**config.mk**
```make
export PLATFORM = sky130hd
export DESIGN_NAME = subword_fifo_port
export DESIGN_NICKNAME = d
export VERILOG_FILES = /design/src/rtl/sfp_pkg.sv /design/src/rtl/sfp_word_fifo.sv /design/src/rtl/sfp_read_splitter.sv /design/src/rtl/sfp_write_packer.sv /design/src/rtl/subword_fifo_port.sv
export SDC_FILE = /design/constraint.sdc
export NUM_CORES = 1
export LEC_CHECK = 0
export ABC_AREA = 0
export BUFFER_PORTS_ARGS = -buffer_cell sky130_fd_sc_hd__buf_2
export CAP_MARGIN = 5
export CORE_MARGIN = 2
export CORE_UTILIZATION = 64
export DETAILED_ROUTE_END_ITERATION = 10
export HOLD_SLACK_MARGIN = 0.02
export PLACE_DENSITY = 0.92
export SLEW_MARGIN = 15
export SYNTH_ARGS = -nofsm -noshare
export SYNTH_HDL_FRONTEND = slang
export SYNTH_HIERARCHICAL = 1
export SYNTH_SLANG_ARGS = --single-unit
```
**constraint.sdc**
```tcl
create_clock -name clk_i -period 7.7 [get_ports clk_i]
set_input_delay 1.54 -clock clk_i [delete_from_list [all_inputs] [get_ports clk_i]]
set_output_delay 1.54 -clock clk_i [all_outputs]
set_load 0.03 [all_outputs]
```
**src/rtl/sfp_pkg.sv**
```systemverilog
package sfp_pkg;
  localparam int unsigned WORD_W_DEF = 32;
  localparam int unsigned PORT_W_DEF = 16;
  localparam int unsigned DEPTH_DEF  = 4;

  // bit offset of sub-word idx inside the word
  function automatic int unsigned lane_shift(int unsigned idx, logic wide, logic swap,
                                             int unsigned nbytes);
    int unsigned steps;
    int unsigned pos;
    steps = wide ? nbytes / 2 : nbytes;
    pos   = swap ? steps - 1 - idx : idx;
    return wide ? pos * 16 : pos * 8;
  endfunction
endpackage

```
**src/rtl/sfp_word_fifo.sv**
```systemverilog
module sfp_word_fifo #(
  parameter int unsigned W     = 32,
  parameter int unsigned DEPTH = 4
) (
  input  logic         clk_i,
  input  logic         rst_ni,
  input  logic         push_i,
  input  logic [W-1:0] data_i,
  input  logic         pop_i,
  output logic [W-1:0] data_o,
  output logic         empty_o,
  output logic         full_o
);
  localparam int unsigned AW = (DEPTH > 1) ? $clog2(DEPTH) : 1;
  localparam int unsigned CW = $clog2(DEPTH + 1);
  localparam logic [CW-1:0] FULL_CNT = CW'(DEPTH);

  logic [W-1:0]  mem [DEPTH];
  logic [AW-1:0] wp, rp;
  logic [CW-1:0] cnt;
  logic          do_push, do_pop;

  assign empty_o = (cnt == '0);
  assign full_o  = (cnt == FULL_CNT);
  assign do_push = push_i && !full_o;
  assign do_pop  = pop_i && !empty_o;
  assign data_o  = mem[rp];

  always_ff @(posedge clk_i or negedge rst_ni) begin
    if (!rst_ni) begin
      wp  <= '0;
      rp  <= '0;
      cnt <= '0;
    end else begin
      if (do_push) wp <= (wp == AW'(DEPTH - 1)) ? '0 : wp + 1'b1;
      if (do_pop)  rp <= (rp == AW'(DEPTH - 1)) ? '0 : rp + 1'b1;
      cnt <= cnt + CW'(do_push) - CW'(do_pop);
    end
  end

  always_ff @(posedge clk_i) begin
    if (do_push) mem[wp] <= data_i;
  end

  assert_cnt_bound_R1: assert property (@(posedge clk_i) disable iff (!rst_ni)
    cnt <= FULL_CNT);
  assert_no_underflow_R9: assert property (@(posedge clk_i) disable iff (!rst_ni)
    (pop_i && empty_o && !push_i) |=> empty_o);
endmodule

```
**src/rtl/sfp_read_splitter.sv**
```systemverilog
module sfp_read_splitter
  import sfp_pkg::*;
#(
  parameter int unsigned WORD_W = WORD_W_DEF,
  parameter int unsigned PORT_W = PORT_W_DEF
) (
  input  logic              clk_i,
  input  logic              rst_ni,
  input  logic              wide_i,
  input  logic              swap_i,
  input  logic              clr_i,
  input  logic              rd_i,
  input  logic [WORD_W-1:0] head_i,
  input  logic              empty_i,
  output logic [PORT_W-1:0] rdata_o,
  output logic              pop_o
);
  localparam int unsigned NBYTES = WORD_W / 8;
  localparam int unsigned PW     = $clog2(NBYTES);
  localparam logic [PW-1:0] LAST8  = PW'(NBYTES - 1);
  localparam logic [PW-1:0] LAST16 = PW'(NBYTES / 2 - 1);

  logic [PW-1:0]     ptr;
  logic              last;
  logic              adv;
  logic [WORD_W-1:0] sub;

  assign last = (ptr == (wide_i ? LAST16 : LAST8));
  assign adv  = rd_i && !empty_i && !clr_i;
  assign pop_o = adv && last;

  always_comb begin
    sub = head_i >> lane_shift(32'(ptr), wide_i, swap_i, NBYTES);
    if (empty_i)      rdata_o = '0;
    else if (wide_i)  rdata_o = sub[PORT_W-1:0];
    else              rdata_o = {{(PORT_W-8){1'b0}}, sub[7:0]};
  end

  always_ff @(posedge clk_i or negedge rst_ni) begin
    if (!rst_ni)       ptr <= '0;
    else if (clr_i)    ptr <= '0;
    else if (adv)      ptr <= last ? '0 : ptr + 1'b1;
  end

  assert_pop_wraps_R6: assert property (@(posedge clk_i) disable iff (!rst_ni)
    pop_o |=> ptr == '0);
  assert_clr_ptr_R7: assert property (@(posedge clk_i) disable iff (!rst_ni)
    clr_i |=> ptr == '0);
  assert_empty_hold_R9: assert property (@(posedge clk_i) disable iff (!rst_ni)
    (rd_i && empty_i && !clr_i) |=> $stable(ptr));
endmodule

```
**src/rtl/sfp_write_packer.sv**
```systemverilog
module sfp_write_packer
  import sfp_pkg::*;
#(
  parameter int unsigned WORD_W = WORD_W_DEF,
  parameter int unsigned PORT_W = PORT_W_DEF
) (
  input  logic              clk_i,
  input  logic              rst_ni,
  input  logic              wide_i,
  input  logic              swap_i,
  input  logic              clr_i,
  input  logic              wr_i,
  input  logic [PORT_W-1:0] wdata_i,
  input  logic              full_i,
  output logic              push_o,
  output logic [WORD_W-1:0] word_o,
  output logic              ovf_o
);
  localparam int unsigned NBYTES = WORD_W / 8;
  localparam int unsigned PW     = $clog2(NBYTES);
  localparam logic [PW-1:0] LAST8  = PW'(NBYTES - 1);
  localparam logic [PW-1:0] LAST16 = PW'(NBYTES / 2 - 1);

  logic [PW-1:0]     ptr;
  logic [WORD_W-1:0] acc, mask, din;
  logic              last, adv;

  assign last   = (ptr == (wide_i ? LAST16 : LAST8));
  assign adv    = wr_i && !full_i && !clr_i;
  assign push_o = adv && last;

  always_comb begin
    mask   = (wide_i ? WORD_W'(16'hFFFF) : WORD_W'(8'hFF))
             << lane_shift(32'(ptr), wide_i, swap_i, NBYTES);
    din    = WORD_W'(wdata_i) << lane_shift(32'(ptr), wide_i, swap_i, NBYTES);
    word_o = (acc & ~mask) | (din & mask);
  end

  always_ff @(posedge clk_i or negedge rst_ni) begin
    if (!rst_ni) begin
      ptr   <= '0;
      acc   <= '0;
      ovf_o <= 1'b0;
    end else begin
      if (wr_i && full_i && !clr_i) ovf_o <= 1'b1;
      if (clr_i) begin
        ptr <= '0;
        acc <= '0;
      end else if (adv) begin
        ptr <= last ? '0 : ptr + 1'b1;
        acc <= last ? '0 : word_o;
      end
    end
  end

  assert_push_wraps_R6: assert property (@(posedge clk_i) disable iff (!rst_ni)
    push_o |=> ptr == '0);
  assert_clr_ptr_R7: assert property (@(posedge clk_i) disable iff (!rst_ni)
    clr_i |=> ptr == '0);
  assert_full_drop_R10: assert property (@(posedge clk_i) disable iff (!rst_ni)
    (wr_i && full_i && !clr_i) |=> ($stable(ptr) && ovf_o));
  assert_ovf_sticky_R10: assert property (@(posedge clk_i) disable iff (!rst_ni)
    ovf_o |=> ovf_o);
endmodule

```
**src/rtl/subword_fifo_port.sv**
```systemverilog
module subword_fifo_port
  import sfp_pkg::*;
#(
  parameter int unsigned WORD_W = WORD_W_DEF,
  parameter int unsigned PORT_W = PORT_W_DEF,
  parameter int unsigned DEPTH  = DEPTH_DEF
) (
  input  logic              clk_i,
  input  logic              rst_ni,
  input  logic              wide_cfg_i,
  input  logic              swap_cfg_i,
  input  logic              in_push_i,
  input  logic [WORD_W-1:0] in_data_i,
  output logic              in_full_o,
  input  logic              out_pop_i,
  output logic [WORD_W-1:0] out_data_o,
  output logic              out_empty_o,
  input  logic              lrd_i,
  output logic [PORT_W-1:0] lrd_data_o,
  input  logic              lwr_i,
  input  logic [PORT_W-1:0] lwr_data_i,
  input  logic              in_clr_i,
  input  logic              out_clr_i,
  output logic              in_empty_o,
  output logic              out_full_o,
  output logic              rd_req_no,
  output logic              wr_req_no,
  output logic              overflow_o
);
  logic              wide_q, swap_q;
  logic [WORD_W-1:0] in_head, pk_word;
  logic              in_pop, pk_push;

  // configuration captured only while reset is held
  always_ff @(posedge clk_i) begin
    if (!rst_ni) begin
      wide_q <= wide_cfg_i;
      swap_q <= swap_cfg_i;
    end
  end

  sfp_word_fifo #(.W(WORD_W), .DEPTH(DEPTH)) i_in_fifo (
    .clk_i, .rst_ni,
    .push_i(in_push_i), .data_i(in_data_i),
    .pop_i(in_pop), .data_o(in_head),
    .empty_o(in_empty_o), .full_o(in_full_o)
  );

  sfp_read_splitter #(.WORD_W(WORD_W), .PORT_W(PORT_W)) i_split (
    .clk_i, .rst_ni,
    .wide_i(wide_q), .swap_i(swap_q), .clr_i(in_clr_i),
    .rd_i(lrd_i), .head_i(in_head), .empty_i(in_empty_o),
    .rdata_o(lrd_data_o), .pop_o(in_pop)
  );

  sfp_write_packer #(.WORD_W(WORD_W), .PORT_W(PORT_W)) i_pack (
    .clk_i, .rst_ni,
    .wide_i(wide_q), .swap_i(swap_q), .clr_i(out_clr_i),
    .wr_i(lwr_i), .wdata_i(lwr_data_i), .full_i(out_full_o),
    .push_o(pk_push), .word_o(pk_word), .ovf_o(overflow_o)
  );

  sfp_word_fifo #(.W(WORD_W), .DEPTH(DEPTH)) i_out_fifo (
    .clk_i, .rst_ni,
    .push_i(pk_push), .data_i(pk_word),
    .pop_i(out_pop_i), .data_o(out_data_o),
    .empty_o(out_empty_o), .full_o(out_full_o)
  );

  assign rd_req_no = in_empty_o;
  assign wr_req_no = out_full_o;

  assert_cfg_hold_R11: assert property (@(posedge clk_i) disable iff (!rst_ni)
    $past(rst_ni) |-> ($stable(wide_q) && $stable(swap_q)));
  assert_req_onehot_R8: assert property (@(posedge clk_i) disable iff (!rst_ni)
    (!in_push_i && !lrd_i && !in_clr_i) |=> $stable(rd_req_no));
endmodule

```
==> results of run 1 <==
-- final cells by class --
class                           instances  area (um2)
Tap cell                              270         338
Timing Repair Buffer                  120         621
Fill cell                            1115        5440
Multi-Input combinational cell        355        3740
Sequential cell                       309        9030
Antenna cell                            2        5.00
Clock buffer                           45         806
Clock inverter                          9         101
Inverter                               26        97.6
-- worst max-delay path, cell delays in order (launching register included) --
cell and delay, ps:
edfxtp_1 870, ha_1 410, mux2i_2 220, mux2i_4 230, or3b_1 600, o22ai_1 230, buf_2 240
-- layout by cell type, fill, tap and decap left out, drive strengths merged, types with 3 or more instances in the layout --
| cell type | Yosys | final |
|---|---|---|
| edfxtp | 258 | 258 |
| clkbuf | 3 | 45 |
| nor3b | 4 | 4 |
| mux4 | 64 | 64 |
| nand2b | 7 | 7 |
| and2 | 5 | 5 |
| o21ai | 7 | 7 |
| o22ai | 18 | 18 |
| a211oi | 7 | 7 |
| buf | 30 | 120 |
| xnor2 | 10 | 10 |
| and3 | 5 | 5 |
| dfrtp | 51 | 51 |
| a22o | 24 | 24 |
| nor2b | 5 | 5 |
| clkinv | 0 | 4 |
| ha | 16 | 16 |
| inv | 26 | 28 |
| nand2 | 42 | 42 |
| nor2 | 26 | 26 |
| mux2 | 38 | 38 |
| mux2i | 26 | 26 |
| nor3 | 3 | 3 |
| a21oi | 22 | 22 |
-- cell usage after synthesis (4+ instances only) --
library cell,instances
a211oi_1,7
a21oi_1,21
a22o_1,24
and2_1,5
and3_2,4
buf_2,13
buf_4,6
buf_6,8
dfrtp_1,51
edfxtp_1,258
ha_1,16
inv_1,26
mux2_2,37
mux2i_1,24
mux4_1,4
mux4_2,60
nand2_1,42
nand2b_1,6
nor2_1,25
nor2b_1,4
o22ai_1,17
xnor2_1,9
-- cells by family (layout without fill, tap and decap cells) --
group                    count (synthesis)  count (layout)  share of synthesized area, %
AO/OA/AOI/OAI                           88              88                          4.97
XOR/XNOR                                11              11                         0.791
adder cells (fa/ha/maj)                 18              18                          1.83
buffers and inverters                   59             200                          2.84
flip-flops                             309             309                          68.7
multiplexers                           128             128                          16.5
other                                    0               2                             0
AND/OR/NAND/NOR                        110             110                          4.38
-- state kept, by name (all words and copies together) (netlist names), 3 cells and up --
| name | count |
|---|---|
| i_in_fifo/cnt | 3 |
| i_out_fifo/mem | 128 |
| i_out_fifo/cnt | 3 |
| i_pack/acc | 32 |
| i_in_fifo/mem | 128 |
-- layer usage --
layer  global-route usage, %  vias up  wire length (um)
li1                        -     3101                 -
met1                    34.5     3676              9810
met2                    45.7      491             14600
met3                    5.50       79              2810
met4                    9.95        0              1010
met5                       0        -                 0
-- stage by stage --
| step | setup slack (ps) | hold WS (ps) | total power [uW] |
|---|---|---|---|
| 3_5_place_dp | 3400 | 466 | 4040 |
| 4_1_cts | 2830 | 483 | 5420 |
| 2_1_floorplan | 3980 | 461 | 3610 |
| 3_3_place_gp | 3510 | 456 | 3960 |
| 5_1_grt | 2650 | 495 | 5610 |
| 6_report | 2820 | 481 | 5400 |
-- power groups by stage --
| stage | clock network [uW] | logic (uW) | registers (uW) |
|---|---|---|---|
| 2_1_floorplan | 0 | 1430 | 2180 |
| 3_3_place_gp | 0 | 1700 | 2260 |
| 3_5_place_dp | 0 | 1760 | 2280 |
| 4_1_cts | 1380 | 1790 | 2250 |
| 5_1_grt | 1450 | 1890 | 2270 |
| 6_report | 1370 | 1790 | 2250 |
-- worst max path at each step --
| stage | from | slack (ps) | endpoint |
|---|---|---|---|
| 2_1_floorplan | wide_q | 3980 | lrd_data_o[0] |
| 3_3_place_gp | wide_q | 3510 | lrd_data_o[7] |
| 3_5_place_dp | wide_q | 3400 | lrd_data_o[2] |
| 4_1_cts | wide_q | 2830 | lrd_data_o[1] |
| 5_1_grt | wide_q | 2650 | lrd_data_o[2] |
| 6_report | wide_q | 2820 | lrd_data_o[1] |
==> flow_summary.yaml, run 1 <==
status:
  status: "completed"
global_route:
  grt_start_max_net_pins: 53
  grt_overflow: 0
  antenna_found_initial: 4
  grt_pass1_vias: 7637
  grt_usage_pct: 26.7
  grt_pass1_wl_um: 44200
synthesis:
  ys_ff_latch: 309
  synth_fp_nets: 799
  synth_ff_type: "edfxtp_1"
  ys_seq_area_share_pct: 68.7
  syn-cell-area_um2: 13100
  synth_edf_count: 258
  synth_area_per_cell_um2: 18.2
  synth_top_area_share_pct: 59.0
  postSynthCellCount: 723
  synth_cell_types: 64
  async_flop_share_pct: 16.5
  synth_area_leaders: "edfxtp_1 (59%), mux4_2 (10%), dfrtp_1 (9.7%), mux2_2 (3.2%), mux2i_1 (1.8%)"
  synth_top_area_cell: "edfxtp_1"
  ys_warn_count: 6
power_and_ir_drop:
  pwr-share-clk_pct: 25.3
  power_leakage_uw: 0.00537
  internal_power_uw: 3580
  p_per_area_nw_per_um2: 367
  vdd.ir_drop.worst_v: 0.000336
  p_sw_uw: 1820
  combinationalPowerShare_pct: 33.1
  pwr-share-seq_pct: 41.6
  swShare_pct: 33.7
placed_design:
  dp.cells: 1080
  dp_hpwl_um: 17400
  gp_congestion: 0.817
  place_area_um2: 13800
  portBuffers: 112
routing:
  wl_um: 28200
  ant_nets: 0
  vias: 7347
  routed_via_density: 6.47
  wl_per_cell_um: 24.8
  drcViolationCount: 0
  firstDrtPassIters: 5
  drtIter0Drc: 730
die:
  initial_core_util_pct: 65.1
  rows: 52
  die_x_um: 147
  ios: 113
  die-area_um2: 21700
  coreArea_um2: 20200
  die_h_um: 147
clocking:
  tritoncts: "yes"
  postCtsHoldBufs: 0
  post_cts_buffers: 0
  cts_resized: 0
  clock_latency_ps: 540
  root_buffer: "clkbuf_16"
  clockBufferDepth: 3
  cts_htree_levels: 1
  cts.sinks: 309
  numCtsBuffers: 29
  path_clk_slew_ps: 60
setup_path:
  cp.arrival_ps: 3340
  path_max_fanout: 20
  endpoint_kind: "primary output"
  required_ps: 6160
  path_class: "flip-flop to primary output"
  ff2ff_setup_slack_ps: 4010
  reg2reg_depth: 10
  regToRegStartpoint: "wide_q"
  timing.rr.end: "i_out_fifo/cnt[2]"
  cp-start-kind: "flip-flop"
run:
  drv_cap: 0
worst_hold_path:
  min_from: "i_pack/ovf_o"
  holdPathEnd: "i_pack/ovf_o"
  hold_depth: 1
  hold_class: "flip-flop to flip-flop"
finish:
  final_cell_area_um2: 14700
  syn2layout_area_growth_pct: 12.2
  layout.nets: 917
  final_cells: 1136
  utilization_pct: 73.0
  drive_above_1_share_pct: 32.5
timing:
  slew_violations: 0
  worstMarginPinSlew_ps: 902
  period_needed_ps: 4880
  hold_viol: 0
  max_slew_margin_pct: 39.9
  period_share_pct: 63.3
  skew_ps: 18.6
  rsz0062_at_grt: "no"
  finalSetupViolations: 0
  fin_tns_setup_ps: 0
  clock.fmax_mhz: 205
(Power assumes the default switching activity.)
==> run 2: changes to the inputs <==
ABC_AREA = 1   (was 0)
CORE_UTILIZATION = 60   (was 64)
PLACE_DENSITY = 0.87   (was 0.92)
clock period = 5 ns   (was 7.7 ns; I/O delays follow)
==> run 2 against run 1 <==
  * Flip-flop and latch count unchanged
  * Critical path depth rose by 2
  * Combinational power is 96% higher
  * Clock skew down 4.0 ps
  * Sequential power rose by 55%
  * Power rose by 69%
  * Via count increased by 41%
  * Critical path type unchanged
  * Sequential share of layout area decreased by 5.8 points
  * Register-to-register slack worse by 2100 ps
  * Worst hold slack worse by 7.9 ps
  * Non-clock buffer count is 5 higher
  * Cell area grew 11%
==> flow_summary.yaml, run 2 <==
finish:
  mostFrequentLayoutCells: "nand2_1 (524), edfxtp_1 (258), inv_1 (215)"
  layout.nets: 1646
  fill_cells: 1750
  syn2layout_area_growth_pct: 11.2
  multi_input_area_um2: 4360
  register_area_um2: 9030
  reg_top3: "i_in_fifo/mem (128), i_out_fifo/mem (128), i_pack/acc (32)"
  drive_above_1_share_pct: 13.0
  final_common_cell: "nand2_1"
  final_cell_area_um2: 16300
die:
  ios: 113
  initial_core_util_pct: 60.7
  coreArea_um2: 24100
  die-area_um2: 25700
  die_h_um: 160
  die_x_um: 160
  rows: 57
routing:
  vias: 10300
  firstDrtPassIters: 6
  wl_um: 30900
  wl_per_cell_um: 16.1
  routed_via_density: 5.40
  drcViolationCount: 0
  ant_nets: 0
  drtIter0Drc: 1015
timing:
  max_slew_margin_pct: 32.4
  hold_viol: 0
  clock.fmax_mhz: 252
  finalSetupViolations: 0
  fin_tns_setup_ps: 0
  rsz0062_at_grt: "no"
  period_share_pct: 79.3
  skew_ps: 14.6
  timing.final.ws_setup_ps: 1040
  slew_violations: 0
  period_needed_ps: 3960
  worstMarginPinSlew_ps: 1010
synthesis:
  synth_ff_type: "edfxtp_1"
  synth_cell_types: 31
  synth_edf_count: 258
  synth_fa_ha_area_share_pct: 1.64
  synth_compound_area_share_pct: 7.20
  synth_top_area_share_pct: 52.9
  synth_top_area_cell: "edfxtp_1"
  synth_commonest_cells: "nand2_1 (524), edfxtp_1 (258), inv_1 (215)"
  ys_ff_latch: 309
  synth_xor_area_share_pct: 0.0598
  syn-cell-area_um2: 14600
  synth_top_family_by_area: "simple AND/OR/NAND/NOR gates"
  synthSimpleGateAreaFrac_pct: 20.8
  ys_seq_area_share_pct: 61.6
  synth_area_leaders: "edfxtp_1 (53%), nand2_1 (13%), dfrtp_1 (8.7%), o211ai_1 (6.6%), inv_1 (5.5%)"
  ys_warn_count: 6
  synth_fp_nets: 1561
  async_flop_share_pct: 16.5
  yosysMostFrequentCell: "nand2_1"
  synth.area.mux_share_pct: 0
  postSynthCellCount: 1485
  synth_area_per_cell_um2: 9.86
clocking:
  cts_resized: 0
  cts.sinks: 309
  tritoncts: "yes"
  path_clk_slew_ps: 60
  postCtsHoldBufs: 0
  cts_htree_levels: 1
  clockBufferDepth: 3
  numCtsBuffers: 29
  post_cts_buffers: 0
  root_buffer: "clkbuf_16"
  clock_latency_ps: 550
run:
  drv_cap: 0
power_and_ir_drop:
  power_leakage_uw: 0.00736
  p_per_area_nw_per_um2: 561
  vdd.ir_drop.worst_v: 0.000538
global_route:
  grt_start_max_net_pins: 132
  antenna_found_initial: 3
  grt_pass1_vias: 10200
  grt_overflow: 0
  grt_pass1_wl_um: 50200
  grt_usage_pct: 24.4
setup_path:
  required_ps: 4000
  cp.arrival_ps: 2960
  endpoint_kind: "primary output"
  path_class: "flip-flop to primary output"
  cp-start-kind: "flip-flop"
  path_max_fanout: 32
  worstSetupStartpoint: "wide_q"
  regToRegStartpoint: "wide_q"
placed_design:
  portBuffers: 112
  place_area_um2: 15300
  gp_congestion: 0.870
  dp_hpwl_um: 19300
  post-place-ws_ps: 1620
status:
  status: "completed"
worst_hold_path:
  hold_class: "flip-flop to flip-flop"
  min_from: "i_pack/ovf_o"
## run 2: changes by cell type after synthesis, sizes merged, moves of 19 or more
cell / previous run / this run
nand2: 42 / 535
nand3: 1 / 109
mux2i: 26 / 0
o211ai: 1 / 128
buf: 30 / 65
mux2: 38 / 0
a22o: 24 / 0
and2: 5 / 24
mux4: 64 / 0
inv: 26 / 226
## run 2: worst paths after layout
check                                     to  cells past startpoint  slack (ps)
max in group asynchronous   i_out_fifo/rp[0]                      2        3870
max reg2reg                i_out_fifo/cnt[2]                     10        1950
min                             i_pack/ovf_o                      1         470
max                           lrd_data_o[11]                      8        1040
min in group asynchronous     i_pack/acc[25]                      2         580
min reg2reg                     i_pack/ovf_o                      1         470
## run 2: cell type report
cell class              count  share of cell area, %
repair buffers            125                   4.29
multi-input cells         879                   26.8
clock buffers              34                   4.57
inverters                 226                   5.23
diodes                      1                 0.0154
clock inverters            18                   1.15
flip-flops and latches    309                   55.5
well taps                 324                   2.49
## run 2: cell families after synthesis
logic type	after synthesis
AND/OR/NAND/NOR	716
flip-flops	309
buffers and inverters	297
AO/OA/AOI/OAI	144
adder cells (fa/ha/maj)	18
XOR/XNOR	1
## run 2: through the flow
step | utilization [%] | hold WS (ps) | cells | power [uW]
after CTS | 67.3 | 480 | 1913 | 9100
after floorplan | - | 449 | 1485 | 6110
after global routing | 67.5 | 499 | 1915 | 9680
after global placement | 63.4 | 447 | 1861 | 6810
after detailed placement | 63.4 | 465 | 1861 | 6930
final | 67.5 | 473 | 1916 | 9130
## run 2: layer usage
| layer | GRT usage, % | vias up | routed length, um |
|---|---|---|---|
| met3 | 3.95 | 59 | 2110 |
| met4 | 7.53 | 4 | 722 |
| li1 | - | 5057 | - |
| met5 | 0 | - | 27 |
| met1 | 30.1 | 4850 | 12200 |
| met2 | 44.4 | 375 | 15800 |
## run 2: power breakdown
| group | leakage (uW) | total (uW) | switching, uW | internal (uW) |
|---|---|---|---|---|
| Combinational | 0.00387 | 3500 | 2450 | 1040 |
| Sequential | 0.00303 | 3480 | 239 | 3240 |
| Clock | 0.000457 | 2150 | 890 | 1260 |
| Total | 0.00736 | 9130 | 3580 | 5540 |
## run 2: critical path: stages, from the launching register on
cell      delay (ps)
edfxtp_1         590
inv_2            430
nand3_2          600
nand2_1          190
nand2_1           70
nand2_1           60
nand2_1           50
nor2_1           180
buf_2            240
==> run 3: changes to the inputs <==
clock period = 4.13 ns   (was 5 ns; I/O delays follow)
==> run 3 against run 2 <==
  * First-iteration DRC count fell by 12%
  * Largest cell class unchanged
  * Critical endpoint is now lrd_data_o[8]
  * Cell area barely moved
  * Sequential share of layout area barely moved
  * Critical path type unchanged
  * Clock skew fell by 8.1 ps
  * Register-to-register slack got worse by 750 ps
  * Clock power rose by 20%
  * Utilization barely moved
==> flow_summary.yaml, run 3 (same netlist as run 2, synthesis figures left out) <==
setup_path:
  slowest_stage: "nand3_2"
  critPathTopFamily: "simple AND/OR/NAND/NOR gates"
  reg2reg_depth: 10
  crit_buf_inv: 2
  path_class: "flip-flop to primary output"
  regToRegStartpoint: "wide_q"
  path_cells: "inv_2 -> nand3_2 -> nand2_1 -> nand2_1 -> nand2_1 -> nand2_1 -> nor2_1 -> buf_2"
  path_max_fanout: 32
  required_ps: 3300
  ff2ff_setup_slack_ps: 1200
  cp.arrival_ps: 3000
  slowest_delay_ps: 610
  endpoint_kind: "primary output"
  timing.rr.end: "i_out_fifo/cnt[2]"
  cp-start-kind: "flip-flop"
  crit_top_cell: "nand2_1"
clocking:
  post_cts_buffers: 0
  cts_resized: 0
  postCtsHoldBufs: 0
  cts_htree_levels: 1
  numCtsBuffers: 29
  root_buffer: "clkbuf_16"
  clockBufferDepth: 3
  cts.sinks: 309
  clock_latency_ps: 550
  path_clk_slew_ps: 60
  tritoncts: "yes"
worst_hold_path:
  hold_class: "primary input to asynchronous set/reset pin"
die:
  coreArea_um2: 24100
  initial_core_util_pct: 60.7
  rows: 57
  ios: 113
  die_h_um: 160
  die_x_um: 160
  die-area_um2: 25700
timing:
  fin_tns_setup_ps: 0
  slew_violations: 0
  finalSetupViolations: 0
  skew_ps: 6.53
  holdWs_ps: 162
  period_share_pct: 92.7
  rsz0062_at_grt: "no"
  timing.final.ws_setup_ps: 301
  period_needed_ps: 3830
  max_slew_margin_pct: 29.1
  hold_viol: 0
  worstMarginPinSlew_ps: 1060
  clock.fmax_mhz: 261
power_and_ir_drop:
  p_per_area_nw_per_um2: 676
  power_leakage_uw: 0.00735
  swShare_pct: 39.7
  p_sw_uw: 4370
  internal_power_uw: 6640
  totalPowerFinal_uw: 11000
  combinationalPowerShare_pct: 38.3
  pwr-share-clk_pct: 23.4
  pwr-share-seq_pct: 38.4
  vdd.ir_drop.worst_v: 0.000615
routing:
  routed_via_density: 5.51
  wl_um: 31500
  firstDrtPassIters: 5
  drcViolationCount: 0
  wl_per_cell_um: 16.4
  ant_nets: 0
  drtIter0Drc: 893
  vias: 10600
finish:
  reg_top3: "i_in_fifo/mem (128), i_out_fifo/mem (128), i_pack/acc (32)"
  drive_above_1_share_pct: 13.2
  layout.nets: 1648
  syn2layout_area_growth_pct: 11.1
  fill_cells: 1707
  register_area_um2: 9030
  final_common_cell: "nand2_1"
  mostFrequentLayoutCells: "nand2_1 (524), edfxtp_1 (258), inv_1 (215)"
  final_cells: 1923
  multi_input_area_um2: 4360
global_route:
  grt_start_max_net_pins: 132
  grt_pass1_vias: 10300
  grt_overflow: 0
  grt_usage_pct: 24.6
  grt_pass1_wl_um: 50600
  antenna_found_initial: 6
placed_design:
  dp_hpwl_um: 19800
  post-place-ws_ps: 910
  dp.cells: 1865
  gp_congestion: 0.879
  portBuffers: 112
run:
  drv_cap: 0
status:
  status: "completed"
run 3: how the worst max path moves through the flow:
stage	cells after the start	from	end	slack, ps
3_3_place_gp	8	wide_q	lrd_data_o[8]	910
2_1_floorplan	5	wide_q	i_out_fifo/mem[0][0]	900
4_1_cts	8	wide_q	lrd_data_o[8]	300
6_report	8	wide_q	lrd_data_o[8]	300
5_1_grt	9	i_in_fifo/rp[0]	lrd_data_o[4]	80
3_5_place_dp	8	wide_q	lrd_data_o[8]	910
run 3: layout make-up:
type                            instances  area share [%]
Antenna cell                            6          0.0923
Clock inverter                         16            1.05
Multi-Input combinational cell        879            26.8
Tap cell                              324            2.49
Sequential cell                       309            55.5
Timing Repair Buffer                  127            4.21
Clock buffer                           36            4.62
Inverter                              226            5.23
run 3: metal layers:
layer | part of all wire, % | routed length (um) | vias to the layer above | GRT usage [%]
li1 | - | - | 5062 | -
met1 | 39 | 12300 | 5066 | 29.7
met2 | 50 | 15900 | 375 | 43.7
met3 | 6.5 | 2060 | 86 | 4.42
met4 | 4.0 | 1250 | 2 | 10.6
met5 | 0.022 | 7 | - | 0
run 3: metrics by stage:
step	utilization (%)	area (um2)
after global placement	63.6	15300
after detailed placement	63.6	15300
after floorplan	-	14600
final	67.5	16300
after global routing	67.5	16300
after CTS	67.4	16300
run 3: power by group through the flow:
stage / clock [uW] / sequential (uW) / combinational (uW)
floorplan: 0 / 4110 / 3280
global placement: 0 / 4250 / 4040
detailed placement: 0 / 4280 / 4170
CTS: 2610 / 4220 / 4210
global route: 2730 / 4270 / 4680
finish: 2570 / 4220 / 4210
